File: config.mk
export PLATFORM = sky130hd
export DESIGN_NAME = gpio_bank_ctrl
export DESIGN_NICKNAME = d
export VERILOG_FILES = /design/src/rtl/gpio_bank_pkg.sv /design/src/rtl/gpio_pin_sync.sv /design/src/rtl/gpio_regdec.sv /design/src/rtl/gpio_edge_status.sv /design/src/rtl/gpio_bank_ctrl.sv
export SDC_FILE = /design/constraint.sdc
export NUM_CORES = 1
export LEC_CHECK = 0
export BUFFER_PORTS_ARGS = -buffer_cell sky130_fd_sc_hd__buf_2
export CAP_MARGIN = 20
export CORE_MARGIN = 10
export CORE_UTILIZATION = 53
export DETAILED_ROUTE_END_ITERATION = 8
export PLACE_DENSITY = 0.85
export SYNTH_ARGS = -nofsm -noshare
export SYNTH_HDL_FRONTEND = slang
export SYNTH_HIERARCHICAL = 1
export SYNTH_SLANG_ARGS = --single-unit
export TNS_END_PERCENT = 20
File: constraint.sdc
create_clock -name clk -period 1.4 [get_ports clk]
set_input_delay 0.07 -clock clk [delete_from_list [all_inputs] [get_ports clk]]
set_output_delay 0.07 -clock clk [all_outputs]
set_load 0.01 [all_outputs]
File: src/rtl/gpio_bank_pkg.sv
package gpio_bank_pkg;

  localparam int WORD_W     = 32;
  localparam int NUM_GROUPS = 7;

  // Group index order is part of the address map (group * NBANK words).
  typedef enum logic [2:0] {
    GRP_LEVEL = 3'd0,
    GRP_DIR   = 3'd1,
    GRP_SET   = 3'd2,
    GRP_CLR   = 3'd3,
    GRP_RISE  = 3'd4,
    GRP_FALL  = 3'd5,
    GRP_STAT  = 3'd6
  } grp_e;

  // Word index -> group number (may exceed NUM_GROUPS-1 when out of range).
  function automatic int unsigned group_of(input int unsigned widx,
                                           input int unsigned nbank);
    return widx / nbank;
  endfunction

  // Word index -> bank number inside its group.
  function automatic int unsigned bank_of(input int unsigned widx,
                                          input int unsigned nbank);
    return widx % nbank;
  endfunction

endpackage

File: src/rtl/gpio_pin_sync.sv
module gpio_pin_sync #(
  parameter int WIDTH = 64
) (
  input  logic             clk,
  input  logic             rst_n,
  input  logic [WIDTH-1:0] pad_in,
  output logic [WIDTH-1:0] level,
  output logic [WIDTH-1:0] rise,
  output logic [WIDTH-1:0] fall
);

  logic [WIDTH-1:0] meta_q, sync_q, prev_q;

  always_ff @(posedge clk or negedge rst_n) begin
    if (!rst_n) begin
      meta_q <= '0;
      sync_q <= '0;
      prev_q <= '0;
    end else begin
      meta_q <= pad_in;
      sync_q <= meta_q;
      prev_q <= sync_q;
    end
  end

  assign level = sync_q;
  assign rise  = sync_q & ~prev_q;
  assign fall  = ~sync_q & prev_q;

endmodule

File: src/rtl/gpio_regdec.sv
module gpio_regdec
  import gpio_bank_pkg::*;
#(
  parameter int NBANK  = 2,
  parameter int ADDR_W = 8
) (
  input  logic [ADDR_W-1:0]     bus_addr,
  output logic [NUM_GROUPS-1:0] grp_hit,
  output logic [NBANK-1:0]      bank_sel
);

  localparam int WIDX_W = ADDR_W - 2;

  logic [WIDX_W-1:0] widx;
  int unsigned       grp_n, bank_n;
  logic              in_range;

  assign widx = bus_addr[ADDR_W-1:2];

  always_comb begin
    grp_n    = group_of(32'(widx), 32'(NBANK));
    bank_n   = bank_of(32'(widx), 32'(NBANK));
    in_range = grp_n < 32'(NUM_GROUPS);
  end

  for (genvar g = 0; g < NUM_GROUPS; g++) begin : g_grp
    assign grp_hit[g] = in_range && (grp_n == 32'(g));
  end

  for (genvar b = 0; b < NBANK; b++) begin : g_bank
    assign bank_sel[b] = (bank_n == 32'(b));
  end

endmodule

File: src/rtl/gpio_edge_status.sv
module gpio_edge_status #(
  parameter int WIDTH = 64
) (
  input  logic             clk,
  input  logic             rst_n,
  input  logic [WIDTH-1:0] rise,
  input  logic [WIDTH-1:0] fall,
  input  logic [WIDTH-1:0] rise_en,
  input  logic [WIDTH-1:0] fall_en,
  input  logic [WIDTH-1:0] clr_mask,
  output logic [WIDTH-1:0] edge_hit,
  output logic [WIDTH-1:0] status,
  output logic             irq
);

  assign edge_hit = (rise & rise_en) | (fall & fall_en);

  always_ff @(posedge clk or negedge rst_n) begin
    if (!rst_n) begin
      status <= '0;
      irq    <= 1'b0;
    end else begin
      // A new edge overrides a clear of the same bit.
      status <= (status & ~clr_mask) | edge_hit;
      irq    <= |status;
    end
  end

endmodule

File: src/rtl/gpio_bank_ctrl.sv
module gpio_bank_ctrl
  import gpio_bank_pkg::*;
#(
  parameter int NUM_PINS = 64,
  parameter int ADDR_W   = 8
) (
  input  logic                clk,
  input  logic                rst_n,
  input  logic                bus_en,
  input  logic                bus_we,
  input  logic [ADDR_W-1:0]   bus_addr,
  input  logic [WORD_W-1:0]   bus_wdata,
  output logic [WORD_W-1:0]   bus_rdata,
  input  logic [NUM_PINS-1:0] pad_in,
  output logic [NUM_PINS-1:0] pad_out,
  output logic [NUM_PINS-1:0] pad_oe,
  output logic                irq
);

  localparam int NBANK = NUM_PINS / WORD_W;

  logic [NUM_GROUPS-1:0] grp_hit, wr_grp;
  logic [NBANK-1:0]      bank_sel;
  logic [NUM_PINS-1:0]   level, rise, fall, edge_hit, edge_status;
  logic [NUM_PINS-1:0]   dir_q, out_q, rise_en_q, fall_en_q;
  logic [NUM_PINS-1:0]   out_set_mask, out_clr_mask, stat_clr_mask;
  logic [NUM_PINS-1:0]   rd_vec;
  logic [WORD_W-1:0]     rd_word, rdata_q;

  gpio_regdec #(.NBANK(NBANK), .ADDR_W(ADDR_W)) u_dec (
    .bus_addr (bus_addr),
    .grp_hit  (grp_hit),
    .bank_sel (bank_sel)
  );

  gpio_pin_sync #(.WIDTH(NUM_PINS)) u_sync (
    .clk    (clk),
    .rst_n  (rst_n),
    .pad_in (pad_in),
    .level  (level),
    .rise   (rise),
    .fall   (fall)
  );

  assign wr_grp = grp_hit & {NUM_GROUPS{bus_en & bus_we}};

  for (genvar b = 0; b < NBANK; b++) begin : g_bank
    localparam int LO = b * WORD_W;
    logic bank_wr;
    assign bank_wr = bank_sel[b];

    assign out_set_mask[LO +: WORD_W]  = (wr_grp[GRP_SET]  && bank_wr) ? bus_wdata : '0;
    assign out_clr_mask[LO +: WORD_W]  = (wr_grp[GRP_CLR]  && bank_wr) ? bus_wdata : '0;
    assign stat_clr_mask[LO +: WORD_W] = (wr_grp[GRP_STAT] && bank_wr) ? bus_wdata : '0;

    always_ff @(posedge clk or negedge rst_n) begin
      if (!rst_n) begin
        dir_q[LO +: WORD_W]     <= '0;
        out_q[LO +: WORD_W]     <= '0;
        rise_en_q[LO +: WORD_W] <= '0;
        fall_en_q[LO +: WORD_W] <= '0;
      end else begin
        if (wr_grp[GRP_DIR] && bank_wr)  dir_q[LO +: WORD_W]     <= bus_wdata;
        if (wr_grp[GRP_RISE] && bank_wr) rise_en_q[LO +: WORD_W] <= bus_wdata;
        if (wr_grp[GRP_FALL] && bank_wr) fall_en_q[LO +: WORD_W] <= bus_wdata;
        out_q[LO +: WORD_W] <= (out_q[LO +: WORD_W] | out_set_mask[LO +: WORD_W])
                               & ~out_clr_mask[LO +: WORD_W];
      end
    end
  end

  gpio_edge_status #(.WIDTH(NUM_PINS)) u_stat (
    .clk      (clk),
    .rst_n    (rst_n),
    .rise     (rise),
    .fall     (fall),
    .rise_en  (rise_en_q),
    .fall_en  (fall_en_q),
    .clr_mask (stat_clr_mask),
    .edge_hit (edge_hit),
    .status   (edge_status),
    .irq      (irq)
  );

  // Read path: pick the feature vector, then the bank word.
  always_comb begin
    rd_vec = '0;
    if (grp_hit[GRP_LEVEL]) rd_vec = level;
    if (grp_hit[GRP_DIR])   rd_vec = dir_q;
    if (grp_hit[GRP_RISE])  rd_vec = rise_en_q;
    if (grp_hit[GRP_FALL])  rd_vec = fall_en_q;
    if (grp_hit[GRP_STAT])  rd_vec = edge_status;
    rd_word = '0;
    for (int b = 0; b < NBANK; b++) begin
      if (bank_sel[b]) rd_word = rd_word | rd_vec[b*WORD_W +: WORD_W];
    end
  end

  always_ff @(posedge clk or negedge rst_n) begin
    if (!rst_n) rdata_q <= '0;
    else        rdata_q <= (bus_en && !bus_we) ? rd_word : '0;
  end

  assign bus_rdata = rdata_q;
  assign pad_out   = out_q;
  assign pad_oe    = dir_q;

endmodule

==> results of run 1 <==
==> final timing paths <==
| path | startpoint | slack, ns | cells after the start | to |
|---|---|---|---|---|
| hold / removal | rst_n | 0.03 | 3 | rise_en_q[4]$_DFFE_PN0P_ |
| setup / recovery | u_stat/status[55]$_DFF_PN0_ | -0.33 | 4 | u_stat/irq$_DFF_PN0_ |
| max in group asynchronous | rst_n | 0.68 | 3 | u_sync/meta_q[62]$_DFF_PN0_ |
| setup reg to reg | u_stat/status[55]$_DFF_PN0_ | -0.33 | 4 | u_stat/irq$_DFF_PN0_ |
| min in group clk | pad_in[40] | 0.10 | 2 | u_sync/meta_q[40]$_DFF_PN0_ |
| hold reg to reg | u_sync/meta_q[50]$_DFF_PN0_ | 0.33 | 0 | u_sync/level[50]$_DFF_PN0_ |
==> state kept, by name, indices dropped and copies added, names as in the netlist, 64 cells and up <==
name,cells
fall_en_q,64
pad_oe,64
pad_out,64
rise_en_q,64
u_stat/status,64
u_sync/level,64
u_sync/meta_q,64
u_sync/prev_q,64
==> timing repair <==
action / in CTS / in global routing
gates cloned: 0 / 0
pin swaps: 2 / 3
gates resized for setup: 3 / 12
endpoints found under the hold margin: 892 / 0
setup endpoints to repair: 1 / 10
hold buffers: 98 / 0
==> layout by cell type (no fill, tap or decap), types with 8 or more instances in the layout <==
cell	synthesis	final
and3_1	66	66
a221oi_1	64	57
buf_2	35	265
clkbuf_1	87	15
and2b_2	128	128
mux2_2	192	192
buf_12	0	37
a21oi_1	160	160
nor4_1	15	11
dfrtp_1	545	545
inv_1	67	66
o22ai_1	63	63
a21o_1	64	64
nor2_1	40	33
a22o_1	95	95
clkbuf_16	0	55
o21ai_1	3	8
nand2_1	138	132
bufinv_16	0	9
buf_4	1	117
dlygate4sd3_1	0	98
o21ai_0	62	57
==> logic make-up after synthesis <==
logic type,Yosys count
and+or+nand+nor,407
buffers and inverters,203
DFF,545
AOI/OAI and AO/OA,513
muxes,192
==> area by class of cell <==
cell class	count	area, um2	share of cell area (%)
flip-flops and latches	545	13600	47.7
multi-input cells	1112	8200	28.7
repair buffers	519	3950	13.8
clock buffers	76	1520	5.30
well taps	539	674	2.36
clock inverters	23	373	1.30
inverters	67	251	0.879
diodes	1	2.50	0.00875
==> layer usage <==
metal	routed length, um	GRT usage (%)	up-vias
met3	6950	6.02	263
met1	26700	34.5	8839
met5	34	0	-
li1	-	-	7538
met2	33700	44.2	1148
met4	3420	13.3	6
==> critical path, cell delays in order (launching register included) <==
cell and delay (ns):
dfrtp_1 0.40, nor4_2 0.32, buf_4 0.16, nand4_1 0.18, or4_1 0.55
==> metrics by stage <==
| stage | setup TNS (ns) | cell area [um2] | utilization (%) | setup slack (ns) | std cells |
|---|---|---|---|---|---|
| floorplan | -32.72 | 22600 | - | -0.296 | 1860 |
| global placement | -105.72 | 25600 | 61.1 | -0.509 | 2684 |
| detailed placement | -115.18 | 25600 | 61.1 | -0.587 | 2684 |
| CTS | -0.374 | 28500 | 68.0 | -0.374 | 2881 |
| global route | -0.546 | 28600 | 68.2 | -0.383 | 2882 |
| finish | -0.422 | 28600 | 68.2 | -0.327 | 2882 |
==> power by group through the flow <==
stage	sequential (uW)	combinational (uW)	clock (uW)
2_1_floorplan	18800	1850	0
4_1_cts	18800	4990	15600
5_1_grt	19100	5430	16200
6_report	18900	5050	15400
3_3_place_gp	19000	4520	0
3_5_place_dp	19000	4730	0
==> flow_summary_export.csv, run 1 <==
group,metric,value,unit
routing,viasPerCell,6.17,
pwr,pwr-share-seq,48.1,%
pwr,leakagePower,0.0142,uW
cts,cts_root_buf,"clkbuf_16",
timing,fin_skew,0.0198,ns
run,maxCapViolations,0,
global_route,grt_pass1_wl,108000,um
floorplan,rows,75,
pwr,comb_power_share,12.8,%
global_route,antenna_found_initial,5,
pwr,p_int,29500,uW
pwr,p_clk_share,39.1,%
floorplan,fp.dieH,226,um
synthesis,avgSynthCellArea,12.1,um2
synthesis,synthMuxAreaShare,9.60,%
cts,cts_tree,"yes",
placed_design,place_congestion,0.943,
synthesis,yosys.area.top_type_share,60.6,%
global_route,grt_usage,27.4,%
timing,hold_viol_final,0,
finish,n_fill_cell,2761,
pwr,p_sw,9920,uW
worst_setup_path,critPathLaunchType,"flop",
timing,finalSetupViolCount,3,
synthesis,synth_compound_area_share,15.1,%
outcome,violations,"setup timing",
worst_setup_path,endpoint_kind,"flop",
worst_setup_path,cp_max_fo,2,
synthesis,yosysWarnings,6,
synthesis,synth_top_family_by_area,"compound AO/OA/AOI/OAI gates",
routing,drtIter0Drc,2135,
synthesis,synth_edf_count,0,
synthesis,synth_xor_xnor_area_share,0,%
global_route,grt_overflow_total,0,
synthesis,synth_cells,1860,
floorplan,die_area,51100,um2
synthesis,synth_area,22500,um2
synthesis,ys_top_cells_by_area,"dfrtp_1 (61%), mux2_2 (9.6%), and2b_2 (5.0%)",
worst_setup_path,arrival,2.21,ns
global_route,grt_pass1_vias,18552,
timing,max_slew_margin,60.6,%
cts,clock_sinks,545,
routing,routedWlPerCell,24.6,um
finish,area_growth,27.1,%
synthesis,synth_seq_cells,545,
finish,layout-drive-gt1-share,36.8,%
synthesis,ys_top_cells_by_count,"dfrtp_1 (545), mux2_2 (192), a21oi_1 (160)",
outcome,status,"complete, but fails checks",
cts,numCtsBuffers,54,
synthesis,seq_area_frac_synth,60.6,%
placed_design,dp_hpwl,46400,um
finish,nets,2407,
timing,tightest_slew,0.591,ns
timing,maxSlewViolCount,0,
floorplan,coreArea,41900,um2
synthesis,synthArstFlopShare,100,%
min_path,hold_class,"input port to asynchronous set/reset pin",
routing,drt-total-wl,70800,um
floorplan,dieWidth,226,um
routing,drc,0,
timing,hold_ws,0.0251,ns
cts,path_clk_slew,0.07,ns
routing,vias,17794,
global_route,grt_max_degree,109,
pwr,power_density,1380,nW/um2
timing,rsz0062_at_grt,"yes",
placed_design,io_buffers,266,
worst_setup_path,required,1.88,ns
synthesis,syn-num-nets,1968,
timing,fin_crit,1.73,ns
synthesis,yosys.area_share.simple,10.9,%
floorplan,io-pin-count,269,
synthesis,yosys.cell_count.top_type,"dfrtp_1",
synthesis,yosys.area.top_type,"dfrtp_1",
timing,fmax,579,MHz
routing,dr.pass1.iters,7,
floorplan,initial_utilization,53.7,%
worst_setup_path,crit_type,"flop to flop",
synthesis,synthAdderAreaFrac,0,%
cts,post_cts_buffers,0,
cts,htree_levels,2,
pwr,p_total,39400,uW
pwr,peakVddDrop,1100,uV
routing,ant_nets,0,
cts,clock_latency,0.61,ns
synthesis,yosysUniqueCellTypes,35,
pwr,swShare,25.2,%
timing,fin_crit_sh,123,%
timing,setup_ws,-0.327,ns
synthesis,synth_ff_type,"dfrtp_1",
cts,cts_buffer_depth,3,
Note: power is estimated with default switching activity, not from simulation.
==> run 2, diff against run 1 <==
Settings changed: HOLD_SLACK_MARGIN from default to 0.05.
==> flow_summary_export.csv, run 2 (synthesis gave the netlist of run 1 again) <==
group,metric,value,unit
pwr,p_total,39400,uW
outcome,violations,"setup timing",
routing,viasPerCell,6.18,
finish,final_cell_count_no_fill,2888,
timing,maxSlewViolCount,0,
routing,dr.pass1.iters,6,
timing,tightest_slew,0.591,ns
timing,fin_skew,0.0204,ns
worst_setup_path,endpoint_kind,"flop",
finish,design_area,28600,um2
worst_setup_path,critPathLaunchType,"flop",
finish,most-common-layout-cells,"dfrtp_1 (545), buf_2 (265), mux2_2 (192), a21oi_1 (160), nand2_1 (132)",
finish,nets,2409,
worst_setup_path,cp.depth,4,
placed_design,place_congestion,0.943,
finish,layout-drive-gt1-share,36.8,%
worst_setup_path,critPathBufInv,1,
global_route,grt_usage,27.4,%
cts,post_cts_buffers,0,
timing,hold_viol_final,0,
routing,drt-total-wl,70800,um
cts,numCtsBuffers,54,
floorplan,fp.dieH,226,um
floorplan,dieWidth,226,um
timing,rsz0062_at_grt,"yes",
global_route,grt_max_degree,109,
finish,n_fill_cell,2758,
routing,routedWlPerCell,24.5,um
worst_setup_path,path_cells,"nor4_2 -> buf_4 -> nand4_1 -> or4_1",
cts,cts_buffer_depth,3,
cts,path_clk_slew,0.06,ns
finish,final_common_cell,"dfrtp_1",
floorplan,io-pin-count,269,
cts,clock_sinks,545,
cts,cts_root_buf,"clkbuf_16",
global_route,antenna_found_initial,5,
pwr,peakVddDrop,1100,uV
timing,max_slew_margin,60.6,%
timing,setup_tns,-0.446,ns
global_route,grt_pass1_vias,18551,
worst_setup_path,required,1.88,ns
placed_design,dp_hpwl,46400,um
placed_design,dp_cells,2684,
floorplan,coreArea,41900,um2
timing,fin_crit,1.76,ns
floorplan,die_area,51100,um2
finish,area_growth,27.2,%
global_route,grt_pass1_wl,108000,um
routing,drtIter0Drc,2072,
worst_setup_path,arrival,2.24,ns
worst_setup_path,crit_type,"flop to flop",
worst_setup_path,cp_slowest_stage_delay,0.56,ns
min_path,hold_class,"input port to asynchronous set/reset pin",
floorplan,initial_utilization,53.7,%
global_route,grt_overflow_total,0,
run,maxCapViolations,0,
cts,cts_tree,"yes",
cts,clock_latency,0.61,ns
worst_setup_path,slowest_stage,"or4_1",
pwr,leakagePower,0.0142,uW
worst_setup_path,cp_max_fo,2,
pwr,power_density,1380,nW/um2
floorplan,rows,75,
worst_setup_path,cp_top_family,"simple AND/OR/NAND/NOR gates",
routing,ant_nets,0,
routing,vias,17848,
cts,htree_levels,2,
outcome,status,"complete, but fails checks",
worst_setup_path,ff2ff_path_depth,4,
placed_design,io_buffers,266,
routing,drc,0,
timing,setup_ws,-0.359,ns
timing,finalSetupViolCount,3,
placed_design,place_area,25600,um2
timing,fin_crit_sh,126,%
timing,fmax,568,MHz
[run 2: cell types whose count changed in the layout (fill, tap and decap cells not counted)]
| cell | before | now |
|---|---|---|
| diode_2 | 1 | 5 |
| dlygate4sd3_1 | 98 | 100 |
[run 2: worst paths after layout]
kind | from | endpoint | slack [ns]
worst max-delay path | u_stat/status[55]$_DFF_PN0_ | u_stat/irq$_DFF_PN0_ | -0.36
worst min-delay path | rst_n | pad_oe[31]$_DFFE_PN0P_ | 0.09
worst max register to register | u_stat/status[55]$_DFF_PN0_ | u_stat/irq$_DFF_PN0_ | -0.36
worst min register to register | u_sync/meta_q[50]$_DFF_PN0_ | u_sync/level[50]$_DFF_PN0_ | 0.33
max in group asynchronous | rst_n | u_stat/status[22]$_DFF_PN0_ | 0.17
min in group clk | pad_in[40] | u_sync/meta_q[40]$_DFF_PN0_ | 0.10
[run 2: final cells by class]
class	count	area [um2]	area share, %
tap	539	674	2.35
inverter	67	251	0.878
clock inverter	23	373	1.30
timing repair buffer	521	3970	13.9
sequential	545	13600	47.6
multi-input combinational	1112	8200	28.6
clock buffer	76	1520	5.29
antenna	5	12.5	0.0437
[run 2: timing repair]
item                                    CTS  global route
pin swaps                                 2             3
endpoints found under the hold margin   929             4
endpoints found under the setup margin    1           131
hold buffers                             99             2
gates resized for setup                   3            12
[run 2: routing by layer]
layer	vias up	share of wire, %	track usage (%)
met1	8898	38	34.6
met4	2	4.9	13.3
met2	1139	48	44.2
met5	-	0.0099	0
li1	7551	-	-
met3	258	9.9	6.02
[run 2: through the flow]
step | worst slack [ns] | util [%] | hold slack, ns
CTS | -0.374 | 68.0 | 0.0670
detailed placement | -0.587 | 61.1 | -0.110
global placement | -0.509 | 61.1 | -0.109
finish | -0.359 | 68.3 | 0.0929
floorplan | -0.296 | - | -0.226
global route | -0.383 | 68.2 | 0.0891
[run 2: power by group]
| group | total, uW | switching (uW) | internal, uW |
|---|---|---|---|
| Combinational | 5060 | 2270 | 2790 |
| Sequential | 18900 | 1490 | 17400 |
| Clock | 15400 | 6170 | 9230 |
[run 2: tightest hold or removal path, delay by kind of cell]
kind	cells	cell delay, ns
buffers and inverters	3	1.07
